==> config.mk <==
export PLATFORM = sky130hd
export DESIGN_NAME = sdram_timing_guard
export DESIGN_NICKNAME = d
export VERILOG_FILES = /design/src/rtl/sdtg_pkg.sv /design/src/rtl/sdtg_rst_sync.sv /design/src/rtl/sdtg_downcnt.sv /design/src/rtl/sdtg_bank.sv /design/src/rtl/sdram_timing_guard.sv
export SDC_FILE = /design/constraint.sdc
export NUM_CORES = 1
export LEC_CHECK = 0
export BUFFER_PORTS_ARGS = -buffer_cell sky130_fd_sc_hd__buf_4
export CAP_MARGIN = 20
export CELL_PAD_IN_SITES_DETAIL_PLACEMENT = 0
export CELL_PAD_IN_SITES_GLOBAL_PLACEMENT = 1
export CORE_ASPECT_RATIO = 1.25
export CORE_MARGIN = 1.5
export CORE_UTILIZATION = 40
export CTS_BUF_LIST = sky130_fd_sc_hd__clkbuf_2 sky130_fd_sc_hd__clkbuf_4 sky130_fd_sc_hd__clkbuf_8
export DETAILED_ROUTE_END_ITERATION = 7
export GPL_ROUTABILITY_DRIVEN = 0
export PLACE_DENSITY = 0.66
export SETUP_SLACK_MARGIN = 0.5
export SYNTH_ARGS = -nofsm -noshare
export SYNTH_HDL_FRONTEND = slang
export SYNTH_SLANG_ARGS = --single-unit
==> constraint.sdc <==
create_clock -name clk -period 9.3 [get_ports clk]
set_input_delay 2.325 -clock clk [delete_from_list [all_inputs] [get_ports clk]]
set_output_delay 2.325 -clock clk [all_outputs]
set_load 0.005 [all_outputs]
==> src/rtl/sdtg_pkg.sv <==
package sdtg_pkg;

  typedef enum logic [1:0] {
    CMD_ACT = 2'd0,
    CMD_RD  = 2'd1,
    CMD_WR  = 2'd2,
    CMD_PRE = 2'd3
  } sdtg_cmd_e;

endpackage

==> src/rtl/sdtg_rst_sync.sv <==
module sdtg_rst_sync (
  input  logic clk,
  input  logic rst_n,
  output logic rst_n_sync_o
);

  logic [1:0] sync_q;

  always_ff @(posedge clk or negedge rst_n) begin
    if (!rst_n) begin
      sync_q <= 2'b00;
    end else begin
      sync_q <= {sync_q[0], 1'b1};
    end
  end

  assign rst_n_sync_o = sync_q[1];

endmodule

==> src/rtl/sdtg_downcnt.sv <==
// Saturating down-counter: loads LOAD on load_i, then counts to zero.
module sdtg_downcnt #(
  parameter int unsigned LOAD = 1
) (
  input  logic clk,
  input  logic rst_n,
  input  logic load_i,
  output logic zero_o
);

  localparam int unsigned W = (LOAD < 2) ? 1 : $clog2(LOAD + 1);
  localparam logic [W-1:0] LOAD_V = W'(LOAD);

  logic [W-1:0] cnt_q;
  logic [W-1:0] cnt_d;
  logic         cnt_en;

  always_comb begin
    cnt_en = load_i || (cnt_q != '0);
    cnt_d  = cnt_q;
    if (load_i) begin
      cnt_d = LOAD_V;
    end else if (cnt_q != '0) begin
      cnt_d = cnt_q - 1'b1;
    end
  end

  always_ff @(posedge clk or negedge rst_n) begin
    if (!rst_n) begin
      cnt_q <= '0;
    end else if (cnt_en) begin
      cnt_q <= cnt_d;
    end
  end

  assign zero_o = (cnt_q == '0);

endmodule

==> src/rtl/sdtg_bank.sv <==
// Per-bank open/closed state with its timing windows and row-open limit.
module sdtg_bank #(
  parameter int unsigned T_RCD     = 3,
  parameter int unsigned T_RAS     = 6,
  parameter int unsigned T_RC      = 10,
  parameter int unsigned T_RP      = 3,
  parameter int unsigned T_WR      = 2,
  parameter int unsigned T_RAS_MAX = 5000,
  parameter int unsigned MARGIN    = 16
) (
  input  logic clk,
  input  logic rst_n,
  input  logic act_go_i,
  input  logic wr_go_i,
  input  logic pre_go_i,
  output logic active_o,
  output logic act_rdy_o,
  output logic col_rdy_o,
  output logic pre_rdy_o,
  output logic force_pre_o
);

  localparam int unsigned OW = (T_RAS_MAX < 3) ? 1 : $clog2(T_RAS_MAX);
  localparam logic [OW-1:0] OPEN_LOAD = OW'(T_RAS_MAX - 1);
  localparam logic [OW-1:0] MARGIN_V  = OW'(MARGIN);

  logic rcd_zero;
  logic ras_zero;
  logic rc_zero;
  logic rp_zero;
  logic wr_zero;

  sdtg_downcnt #(.LOAD(T_RCD - 1)) u_rcd (
    .clk(clk), .rst_n(rst_n), .load_i(act_go_i), .zero_o(rcd_zero));
  sdtg_downcnt #(.LOAD(T_RAS - 1)) u_ras (
    .clk(clk), .rst_n(rst_n), .load_i(act_go_i), .zero_o(ras_zero));
  sdtg_downcnt #(.LOAD(T_RC - 1)) u_rc (
    .clk(clk), .rst_n(rst_n), .load_i(act_go_i), .zero_o(rc_zero));
  sdtg_downcnt #(.LOAD(T_RP - 1)) u_rp (
    .clk(clk), .rst_n(rst_n), .load_i(pre_go_i), .zero_o(rp_zero));
  sdtg_downcnt #(.LOAD(T_WR - 1)) u_wr (
    .clk(clk), .rst_n(rst_n), .load_i(wr_go_i), .zero_o(wr_zero));

  // open/closed state
  logic active_q;
  logic active_d;
  logic active_en;

  always_comb begin
    active_en = act_go_i || pre_go_i;
    active_d  = active_q;
    if (act_go_i) begin
      active_d = 1'b1;
    end else if (pre_go_i) begin
      active_d = 1'b0;
    end
  end

  always_ff @(posedge clk or negedge rst_n) begin
    if (!rst_n) begin
      active_q <= 1'b0;
    end else if (active_en) begin
      active_q <= active_d;
    end
  end

  // remaining row-open budget
  logic [OW-1:0] open_q;
  logic [OW-1:0] open_d;
  logic          open_en;

  always_comb begin
    open_en = act_go_i || (active_q && (open_q != '0));
    open_d  = open_q;
    if (act_go_i) begin
      open_d = OPEN_LOAD;
    end else if (active_q && (open_q != '0)) begin
      open_d = open_q - 1'b1;
    end
  end

  always_ff @(posedge clk or negedge rst_n) begin
    if (!rst_n) begin
      open_q <= '0;
    end else if (open_en) begin
      open_q <= open_d;
    end
  end

  assign active_o    = active_q;
  assign act_rdy_o   = !active_q && rc_zero && rp_zero;
  assign col_rdy_o   = active_q && rcd_zero;
  assign pre_rdy_o   = active_q && ras_zero && wr_zero;
  assign force_pre_o = active_q && (open_q <= MARGIN_V);

endmodule

==> src/rtl/sdram_timing_guard.sv <==
module sdram_timing_guard
  import sdtg_pkg::*;
#(
  parameter int unsigned BANK_BITS    = 2,
  parameter int unsigned T_RCD        = 3,
  parameter int unsigned T_RRD        = 2,
  parameter int unsigned T_RAS        = 6,
  parameter int unsigned T_RC         = 10,
  parameter int unsigned T_RP         = 3,
  parameter int unsigned T_WR         = 2,
  parameter int unsigned T_CDL        = 1,
  parameter int unsigned T_RAS_MAX    = 5000,
  parameter int unsigned FORCE_MARGIN = 16
) (
  input  logic                        clk,
  input  logic                        rst_n,
  input  logic                        issue_i,
  input  logic [1:0]                  cmd_i,
  input  logic [BANK_BITS-1:0]        bank_i,
  output logic                        act_ok_o,
  output logic                        rd_ok_o,
  output logic                        wr_ok_o,
  output logic                        pre_ok_o,
  output logic [(1<<BANK_BITS)-1:0]   force_pre_o
);

  localparam int unsigned NUM_BANKS = 1 << BANK_BITS;

  logic rst_n_int;

  sdtg_rst_sync u_rst_sync (
    .clk          (clk),
    .rst_n        (rst_n),
    .rst_n_sync_o (rst_n_int)
  );

  sdtg_cmd_e cmd;
  assign cmd = sdtg_cmd_e'(cmd_i);

  logic [NUM_BANKS-1:0] bank_active;
  logic [NUM_BANKS-1:0] bank_act_rdy;
  logic [NUM_BANKS-1:0] bank_col_rdy;
  logic [NUM_BANKS-1:0] bank_pre_rdy;
  logic [NUM_BANKS-1:0] bank_hit;

  logic rrd_zero;
  logic cdl_zero;
  logic act_go;
  logic wr_go;
  logic pre_go;

  // legality of each command type for the addressed bank
  always_comb begin
    act_ok_o = bank_act_rdy[bank_i] && rrd_zero;
    rd_ok_o  = bank_col_rdy[bank_i] && cdl_zero;
    wr_ok_o  = bank_col_rdy[bank_i] && cdl_zero;
    pre_ok_o = bank_pre_rdy[bank_i];
  end

  // accepted commands only
  always_comb begin
    act_go = issue_i && (cmd == CMD_ACT) && act_ok_o;
    wr_go  = issue_i && (cmd == CMD_WR)  && wr_ok_o;
    pre_go = issue_i && (cmd == CMD_PRE) && pre_ok_o;
  end

  sdtg_downcnt #(.LOAD(T_RRD - 1)) u_rrd (
    .clk(clk), .rst_n(rst_n_int), .load_i(act_go), .zero_o(rrd_zero));

  sdtg_downcnt #(.LOAD(T_CDL - 1)) u_cdl (
    .clk(clk), .rst_n(rst_n_int), .load_i(wr_go), .zero_o(cdl_zero));

  for (genvar gb = 0; gb < NUM_BANKS; gb++) begin : g_bank
    assign bank_hit[gb] = (bank_i == BANK_BITS'(gb));

    sdtg_bank #(
      .T_RCD     (T_RCD),
      .T_RAS     (T_RAS),
      .T_RC      (T_RC),
      .T_RP      (T_RP),
      .T_WR      (T_WR),
      .T_RAS_MAX (T_RAS_MAX),
      .MARGIN    (FORCE_MARGIN)
    ) u_bank (
      .clk         (clk),
      .rst_n       (rst_n_int),
      .act_go_i    (act_go && bank_hit[gb]),
      .wr_go_i     (wr_go && bank_hit[gb]),
      .pre_go_i    (pre_go && bank_hit[gb]),
      .active_o    (bank_active[gb]),
      .act_rdy_o   (bank_act_rdy[gb]),
      .col_rdy_o   (bank_col_rdy[gb]),
      .pre_rdy_o   (bank_pre_rdy[gb]),
      .force_pre_o (force_pre_o[gb])
    );
  end

endmodule

==> results of run 1 <==
synth_stat cells, drive strengths merged, types with 3 or more instances:
master	count	area share
nand2b	10	0.012
buf	11	0.013
a211o	4	0.0062
or3b	6	0.0094
nor4b	5	0.0078
nor3b	4	0.0053
nand2	66	0.044
a21oi	23	0.020
o21ai	13	0.012
mux2i	6	0.011
or3	13	0.014
o211ai	9	0.012
nand3	22	0.020
o221ai	3	0.0047
o21a	3	0.0040
or4	6	0.0087
nor3	31	0.030
a211oi	10	0.013
xor2	19	0.030
nand4	6	0.0067
xnor2	23	0.036
inv	49	0.033
nor2b	5	0.0056
dfrtp	107	0.48
nor2	54	0.037
o31ai	9	0.012
nor4	8	0.0089
ha	28	0.062
clkbuf	5	0.0033
cell families after synthesis:
kind of cell               after synthesis  synth area share
buffers and inverters                   65            0.0494
other                                    1          0.000668
AOI/OAI and AO/OA                       85             0.105
muxes                                    8            0.0147
DFF                                    107             0.477
and+or+nand+nor                        247             0.226
adders and majority gates               28            0.0624
xor gates and xnor gates                42            0.0655
layout make-up:
| cell class | instances | share of cell area |
|---|---|---|
| clock inverter | 2 | 0.00165 |
| clock buffer | 14 | 0.0288 |
| tap | 175 | 0.0362 |
| inverter | 49 | 0.0304 |
| timing repair buffer | 16 | 0.0194 |
| multi-input combinational | 411 | 0.440 |
| sequential | 107 | 0.443 |
stage by stage:
| step | cells | utilization | worst slack (ps) |
|---|---|---|---|
| 2_1_floorplan | 583 | - | 3610 |
| 3_3_place_gp | 757 | 0.426 | 3290 |
| 3_5_place_dp | 757 | 0.426 | 3270 |
| 4_1_cts | 773 | 0.439 | 3250 |
| 5_1_grt | 774 | 0.440 | 3160 |
| 6_report | 774 | 0.440 | 3290 |
path summary, 6_finish.rpt:
check	from	end	slack (ps)	cells after the start
max	bank_i[1]	act_ok_o	3290	6
min	u_rst_sync.sync_q[1]	g_bank[1].u_bank.u_ras.cnt_q[2]	270	0
max reg2reg	g_bank[3].u_bank.u_rc.cnt_q[0]	g_bank[3].u_bank.open_q[6]	6790	7
min reg2reg	u_rst_sync.sync_q[1]	g_bank[1].u_bank.u_ras.cnt_q[2]	270	0
max in group asynchronous	rst_n	u_rst_sync.sync_q[1]	7480	1
min in group clk	u_rst_sync.sync_q[0]	u_rst_sync.sync_q[1]	360	0
critical path, stage by stage:
cell and delay (ps):
buf_4 180, or3b_2 450, o22a_1 210, mux2i_1 160, nor2b_1 220, buf_4 140
layer usage:
metal,share of wire,up-vias
li1,-,2039
met1,0.46,2007
met2,0.50,31
met3,0.022,12
met4,0.017,0
met5,0,-
registers in the layout, summed over array words and instances (netlist names):
signal	cells
g_bank.u_bank.u_rcd.cnt_q	8
g_bank.u_bank.u_ras.cnt_q	12
g_bank.u_bank.u_rc.cnt_q	16
g_bank.u_bank.open_q	52
g_bank.u_bank.active_o	4
g_bank.u_bank.u_wr.cnt_q	4
g_bank.u_bank.u_rp.cnt_q	8
u_rrd.cnt_q	1
u_rst_sync.sync_q	2
report_power, final:
part           total (mW)  leakage, nW  internal [mW]  switching, mW
combinational       0.608         1.26          0.292          0.315
sequential          0.778         1.19          0.639          0.139
clock               0.274        0.101          0.121          0.153
==> metrics, run 1 <==
busiest grt layer met2; Post-synth top flop dfrtp_1; vias in the first global route 4024; met3 usage 0.0265; sequential area share after synthesis 0.477; filler cell count 1357; global-route wire length before repair 19200 um; FF/Latch Area 2680 sq um; Mapped Area 5620 sq um; drt first pass iters 4; FMAX 166 MHz; DP HPWL 7820 um; via/cell ratio 5.28; Synth Warn # 0; antenna fix cells 0; HP Class reg -> async; worst slew pin tran 954 ps; syn avg cell area 9.64 sq um; # rows 48; initial antenna violation count 0; flops & latches, synth 107; unrepaired setup endpoints after global routing no; final setup violation count 0; met2 global-route usage 0.284; ys async rst share 1.00; clock latency at the later pin of the worst-skew pair 370 ps; relative slew slack 0.364; commonest non-fill, non-tap cells in the layout 106 x dfrtp_1, 66 x nand2_1, 53 x nor2_1, 49 x inv_1, 30 x nor3_1; EDFF count, synth 0; I/O pin count 15; met1 usage 0.212; Die Ht 136 um; CTS buffer count 9; fin crit share 0.647; final slew viol count 0; Die X 109 um; Final Hold Fails 0; cell count after synthesis 583; Longest Clk Path Bufs 2; H-tree levels 3; final hold slack 267 ps; CTS tree done; All-Layer GR Usage 0.168; design area 6050 sq um; Final Critical Period 6010 ps; CTS Sinks 107; CTS clk-pin slew, worst paths 100 ps; critical path class in -> out; Post-DRT Antenna Nets 0; initial core utilization 0.408; area occupied by multi-input gates 2660 sq um; worst clock skew 8.17 ps; post-DR wirelength/cell 14.5 um; Synth Net Count 618; layout cells sized above 1 0.0801; Static Leak 2.55 nW; total congestion overflow 0; Cell Area, Placed 5860 sq um; crit path capture type output port; port bufs 14; commonest non-fill, non-tap cell in the layout dfrtp_1; Setup crit start kind primary input; CTS Hold Bufs 0; post-CTS setup buffer count 0; Worst EP required 6980 ps; Worst VDD drop 0.108 mV; total power 1.66 mW; crit-path max FO 17; synth unique cells 55; P&R area growth vs syn 7.66%; Starting DRT DRC Count 173; via count 4089; largest net degree at the start of global routing 75; TNS Setup 0 ps; drt drc 0; total power per unit cell area 274 nW/um^2; clock root buffer clkbuf_8; # nets final 629; total detailed-routing wirelength 11200 um; status finished, final reports clean; CP Data Arrival Time 3690 ps; core area 13800 sq um; post-cts resize count 0; max_cap viols 0; die area 14800 sq um
No activity file was read; power rests on OpenSTA's default activity.
==> run 2: changes to the inputs <==
Settings changed: PLACE_DENSITY 0.66 to 0.68.
Clock period 9.3 ns to 5.1 ns, I/O delays scaled along.
==> run 2 against run 1 <==
Critical path depth did not move. Flip-flop and latch count unchanged. Core utilization up 0.52 points. Count of clock-buffer cells in the layout down 2. Cell count is 0.13% lower. Critical endpoint unchanged. Largest power group unchanged. Critical path type unchanged. Register-to-register slack worse by 4200 ps. Sequential share of layout area is 0.52 points lower. Cell area grew 1.2%. Via count decreased by 0.73%.
==> metrics, run 2 (same netlist as run 1, synthesis figures left out) <==
via/cell ratio 5.25; CTS clk-pin slew, worst paths 100 ps; layout cells sized above 1 0.0786; unrepaired setup endpoints after global routing no; Final Critical Period 3860 ps; initial antenna violation count 0; reg2reg setup slack 2630 ps; Static Leak 2.58 nW; Starting DRT DRC Count 114; hold path cells 0; Net Switching 1.11 mW; die area 14800 sq um; switch share 0.350; H-tree levels 3; CP max stage delay 450 ps; cell repeated most along the worst path buf_4; largest net degree at the start of global routing 74; Worst VDD drop 0.238 mV; vias in the first global route 4052; CP top delay family simple AND/OR/NAND/NOR gates; clock latency at the later pin of the worst-skew pair 360 ps; worst clock skew 9.07 ps; total power per unit cell area 518 nW/um^2; Critical Path Slowest Stage Cell or3b_2; status finished, final reports clean; I/O pin count 15; Worst EP required 3830 ps; core area 13800 sq um; Longest Clk Path Bufs 2; max_cap viols 0; crit path buf inv count 2; initial core utilization 0.408; final setup violation count 0; port bufs 14; Die X 109 um; filler cell count 1324; Worst path depth 6; max FFs per register 52; CTS Sinks 107; via count 4059; # nets final 628; fin crit share 0.757; CTS Hold Bufs 0; post-DR wirelength/cell 14.3 um; combinational group share of total power 0.346; drt first pass iters 4; CTS buffer count 9; Final Util 0.445; All-Layer GR Usage 0.166; clock share of power 0.206; worst slew pin tran 1090 ps; critical path class in -> out; TNS Setup 0 ps; total detailed-routing wirelength 11100 um; global-route wire length before repair 19300 um; HP Class reg -> reg; clock root buffer clkbuf_8; sequential power share 0.448; FMAX 259 MHz; crit-path cells buf_4 -> or3b_2 -> o22a_1 -> mux2i_1 -> nor2b_1 -> buf_4; post-CTS setup buffer count 0; crit-path max FO 17; Post-DRT Antenna Nets 0; Int Power 2.06 mW; registers with the most flip-flops g_bank.u_bank.open_q: 52 flops, g_bank.u_bank.u_rc.cnt_q: 16 flops, g_bank.u_bank.u_ras.cnt_q: 12 flops; relative slew slack 0.263; largest register by flop count g_bank.u_bank.open_q; antenna fix cells 0; CTS tree done; cells on worst reg2reg path 7; final slew viol count 0; area occupied by multi-input gates 2660 sq um; FF/Latch Area 2680 sq um; CP Data Arrival Time 2580 ps; total congestion overflow 0; Die Ht 136 um; commonest non-fill, non-tap cell in the layout dfrtp_1; post-cts resize count 0; Final Hold Fails 0; P&R area growth vs syn 8.93%; crit path capture type output port; commonest non-fill, non-tap cells in the layout 106 x dfrtp_1, 66 x nand2_1, 53 x nor2_1, 49 x inv_1, 30 x nor3_1; # rows 48; DP HPWL 7680 um; Setup crit start kind primary input; drt drc 0
run 2: changes by cell type in the layout (fill, tap and decap cells not counted), sizes merged:
| cell | change |
|---|---|
| clkbuf | -3 |
| bufinv | +3 |
| clkinv | -1 |
run 2: worst paths after layout:
path | to | startpoint
worst min register to register | u_rst_sync.sync_q[1] | u_rst_sync.sync_q[0]
worst max register to register | g_bank[3].u_bank.open_q[6] | g_bank[3].u_bank.u_rc.cnt_q[1]
min in group asynchronous | g_bank[2].u_bank.open_q[11] | u_rst_sync.sync_q[1]
worst max-delay path | act_ok_o | bank_i[1]
worst min-delay path | u_rst_sync.sync_q[1] | u_rst_sync.sync_q[0]
max in group asynchronous | g_bank[1].u_bank.active_o | u_rst_sync.sync_q[1]
run 2: power by group through the flow:
| stage | Sequential, mW | Clock [mW] | Combinational (mW) |
|---|---|---|---|
| CTS | 1.42 | 0.679 | 1.12 |
| finish | 1.42 | 0.653 | 1.10 |
| global placement | 1.42 | 0 | 1.07 |
| global route | 1.47 | 0.712 | 1.29 |
| floorplan | 1.37 | 0 | 0.923 |
| detailed placement | 1.44 | 0 | 1.12 |
run 2: metal layers:
| layer | GRT usage | vias to the layer above | part of all wire |
|---|---|---|---|
| li1 | - | 2034 | - |
| met1 | 0.229 | 1980 | 0.49 |
| met2 | 0.262 | 38 | 0.47 |
| met3 | 0.0293 | 7 | 0.023 |
| met4 | 0.0548 | 0 | 0.011 |
| met5 | 0 | - | 0 |
run 2: final cells by class:
class | instances | area share
clock buffer | 12 | 0.0270
clock inverter | 4 | 0.0155
inverter | 49 | 0.0301
multi-input combinational | 411 | 0.435
sequential | 107 | 0.438
tap | 175 | 0.0358
timing repair buffer | 15 | 0.0184
run 2: through the flow:
step / cell area [sq um] / power, mW / worst slack (ps) / hold WS (ps) / instances
after detailed placement: 5860 / 2.55 / 1260 / 356 / 757
after floorplan: 5620 / 2.30 / 1510 / 331 / 583
after CTS: 6120 / 3.22 / 1240 / 382 / 773
after global routing: 6120 / 3.47 / 1160 / 394 / 773
final: 6120 / 3.17 / 1240 / 377 / 773
after global placement: 5860 / 2.49 / 1220 / 339 / 757
==> run 3: changes to the inputs <==
Settings changed: PLACE_DENSITY 0.68 to 0.66.
Clock period 5.1 ns to 4.05 ns, I/O delays scaled along.
==> run 3 against run 2 <==
Wire length is 0.67% higher. Count of clock-buffer cells in the layout down 1. Sequential power grew 26%. Total power is 22% higher. Largest cell class is now multi-input combinational cells. Largest power group unchanged.
==> metrics, run 3 (same netlist as run 1, synthesis figures left out) <==
status finished, final reports clean; largest net degree at the start of global routing 55; core area 13800 sq um; P&R area growth vs syn 8.28%; initial core utilization 0.408; critical path class reg -> out; layout cells sized above 1 0.0836; total congestion overflow 0; registers with the most flip-flops g_bank.u_bank.open_q: 52 flops, g_bank.u_bank.u_rc.cnt_q: 16 flops, g_bank.u_bank.u_ras.cnt_q: 12 flops; post-DR wirelength/cell 14.4 um; worst slew pin tran 744 ps; Cell Area, Placed 5870 sq um; Worst VDD drop 0.222 mV; combinational group share of total power 0.365; FMAX 300 MHz; die area 14800 sq um; DP HPWL 7850 um; Longest Clk Path Bufs 2; Final Critical Period 3340 ps; Post-DRT Antenna Nets 0; vias in the first global route 4079; clock latency at the later pin of the worst-skew pair 380 ps; clock share of power 0.170; unrepaired setup endpoints after global routing no; CP Data Arrival Time 2320 ps; max FFs per register 52; Worst EP required 3040 ps; CTS tree done; Die X 109 um; Final Hold Fails 0; placed cells 759; I/O pin count 15; All-Layer GR Usage 0.167; design area 6080 sq um; sequential power share 0.465; # nets final 630; max_cap viols 0; crit-path max FO 7; Net Switching 1.40 mW; initial antenna violation count 0; TNS Setup 0 ps; CTS buffer count 9; final setup violation count 0; switch share 0.364; clock root buffer clkbuf_8; drt drc 0; final slew viol count 0; total power per unit cell area 634 nW/um^2; post-CTS setup buffer count 0; commonest non-fill, non-tap cell in the layout dfrtp_1; drt first pass iters 6; Static Leak 2.56 nW; HP Class reg -> reg; CTS Sinks 107; Die Ht 136 um; Starting DRT DRC Count 168; # rows 48; CTS clk-pin slew, worst paths 100 ps; commonest non-fill, non-tap cells in the layout 106 x dfrtp_1, 66 x nand2_1, 53 x nor2_1, 49 x inv_1, 30 x nor3_1; antenna fix cells 0; Setup WS pre-CTS 684 ps; global-route wire length before repair 19200 um; worst setup margin 713 ps; Setup crit start kind register; largest register by flop count g_bank.u_bank.open_q; port bufs 14; crit path capture type output port; fin crit share 0.824; via count 4061; relative slew slack 0.491; CTS Hold Bufs 0; H-tree levels 3; via/cell ratio 5.25; total detailed-routing wirelength 11200 um; reg2reg setup slack 1700 ps; Int Power 2.45 mW; Layout Cells excl Fill 773; worst clock skew 8.75 ps
## run 3: metrics by stage
stage | power, mW | hold slack (ps) | util
after floorplan | 2.89 | 331 | -
after global placement | 3.14 | 340 | 0.427
after detailed placement | 3.22 | 346 | 0.427
after CTS | 3.90 | 370 | 0.441
after global routing | 4.22 | 373 | 0.442
final | 3.86 | 365 | 0.442
## run 3: worst paths after layout
check	start	endpoint	depth (start not counted)
setup / recovery	g_bank[2].u_bank.open_q[9]	force_pre_o[2]	4
setup reg to reg	g_bank[2].u_bank.u_rc.cnt_q[0]	g_bank[2].u_bank.u_ras.cnt_q[1]	7
hold reg to reg	u_rst_sync.sync_q[0]	u_rst_sync.sync_q[1]	0
max in group asynchronous	u_rst_sync.sync_q[1]	g_bank[3].u_bank.open_q[12]	1
min in group asynchronous	u_rst_sync.sync_q[1]	g_bank[2].u_bank.open_q[11]	0
hold / removal	u_rst_sync.sync_q[0]	u_rst_sync.sync_q[1]	0
## run 3: critical path, cell delays in order (launching register included)
cell,delay [ps]
dfrtp_1,430
or4_1,690
or3_1,400
a211oi_1,270
buf_4,160
## run 3: power groups by stage
stage | clock [mW] | sequential (mW) | combinational [mW]
after floorplan | 0 | 1.73 | 1.16
after global placement | 0 | 1.79 | 1.35
after detailed placement | 0 | 1.81 | 1.41
after CTS | 0.689 | 1.79 | 1.42
after global routing | 0.729 | 1.85 | 1.64
final | 0.657 | 1.79 | 1.41
## run 3: what timing repair did
| item | CTS | global route |
|---|---|---|
| setup endpoints to repair | 1 | 1 |
| hold endpoints to repair | 0 | 0 |
| resized for setup | 2 | 4 |
## run 3: final cells by class
cell class                 instances  area [sq um]
multi-input combinational        411          2690
clock inverter                     3          40.0
inverter                          49           184
clock buffer                      11           145
fill                            1328          7670
tap                              175           219
sequential                       107          2680
timing repair buffer              17           128
## run 3: routing by layer
layer | vias to the layer above | share of wire | global-route usage
li1 | 2039 | - | -
met1 | 1965 | 0.48 | 0.209
met2 | 43 | 0.49 | 0.280
met3 | 14 | 0.018 | 0.0284
met4 | 0 | 0.020 | 0.0738
met5 | - | 0 | 0
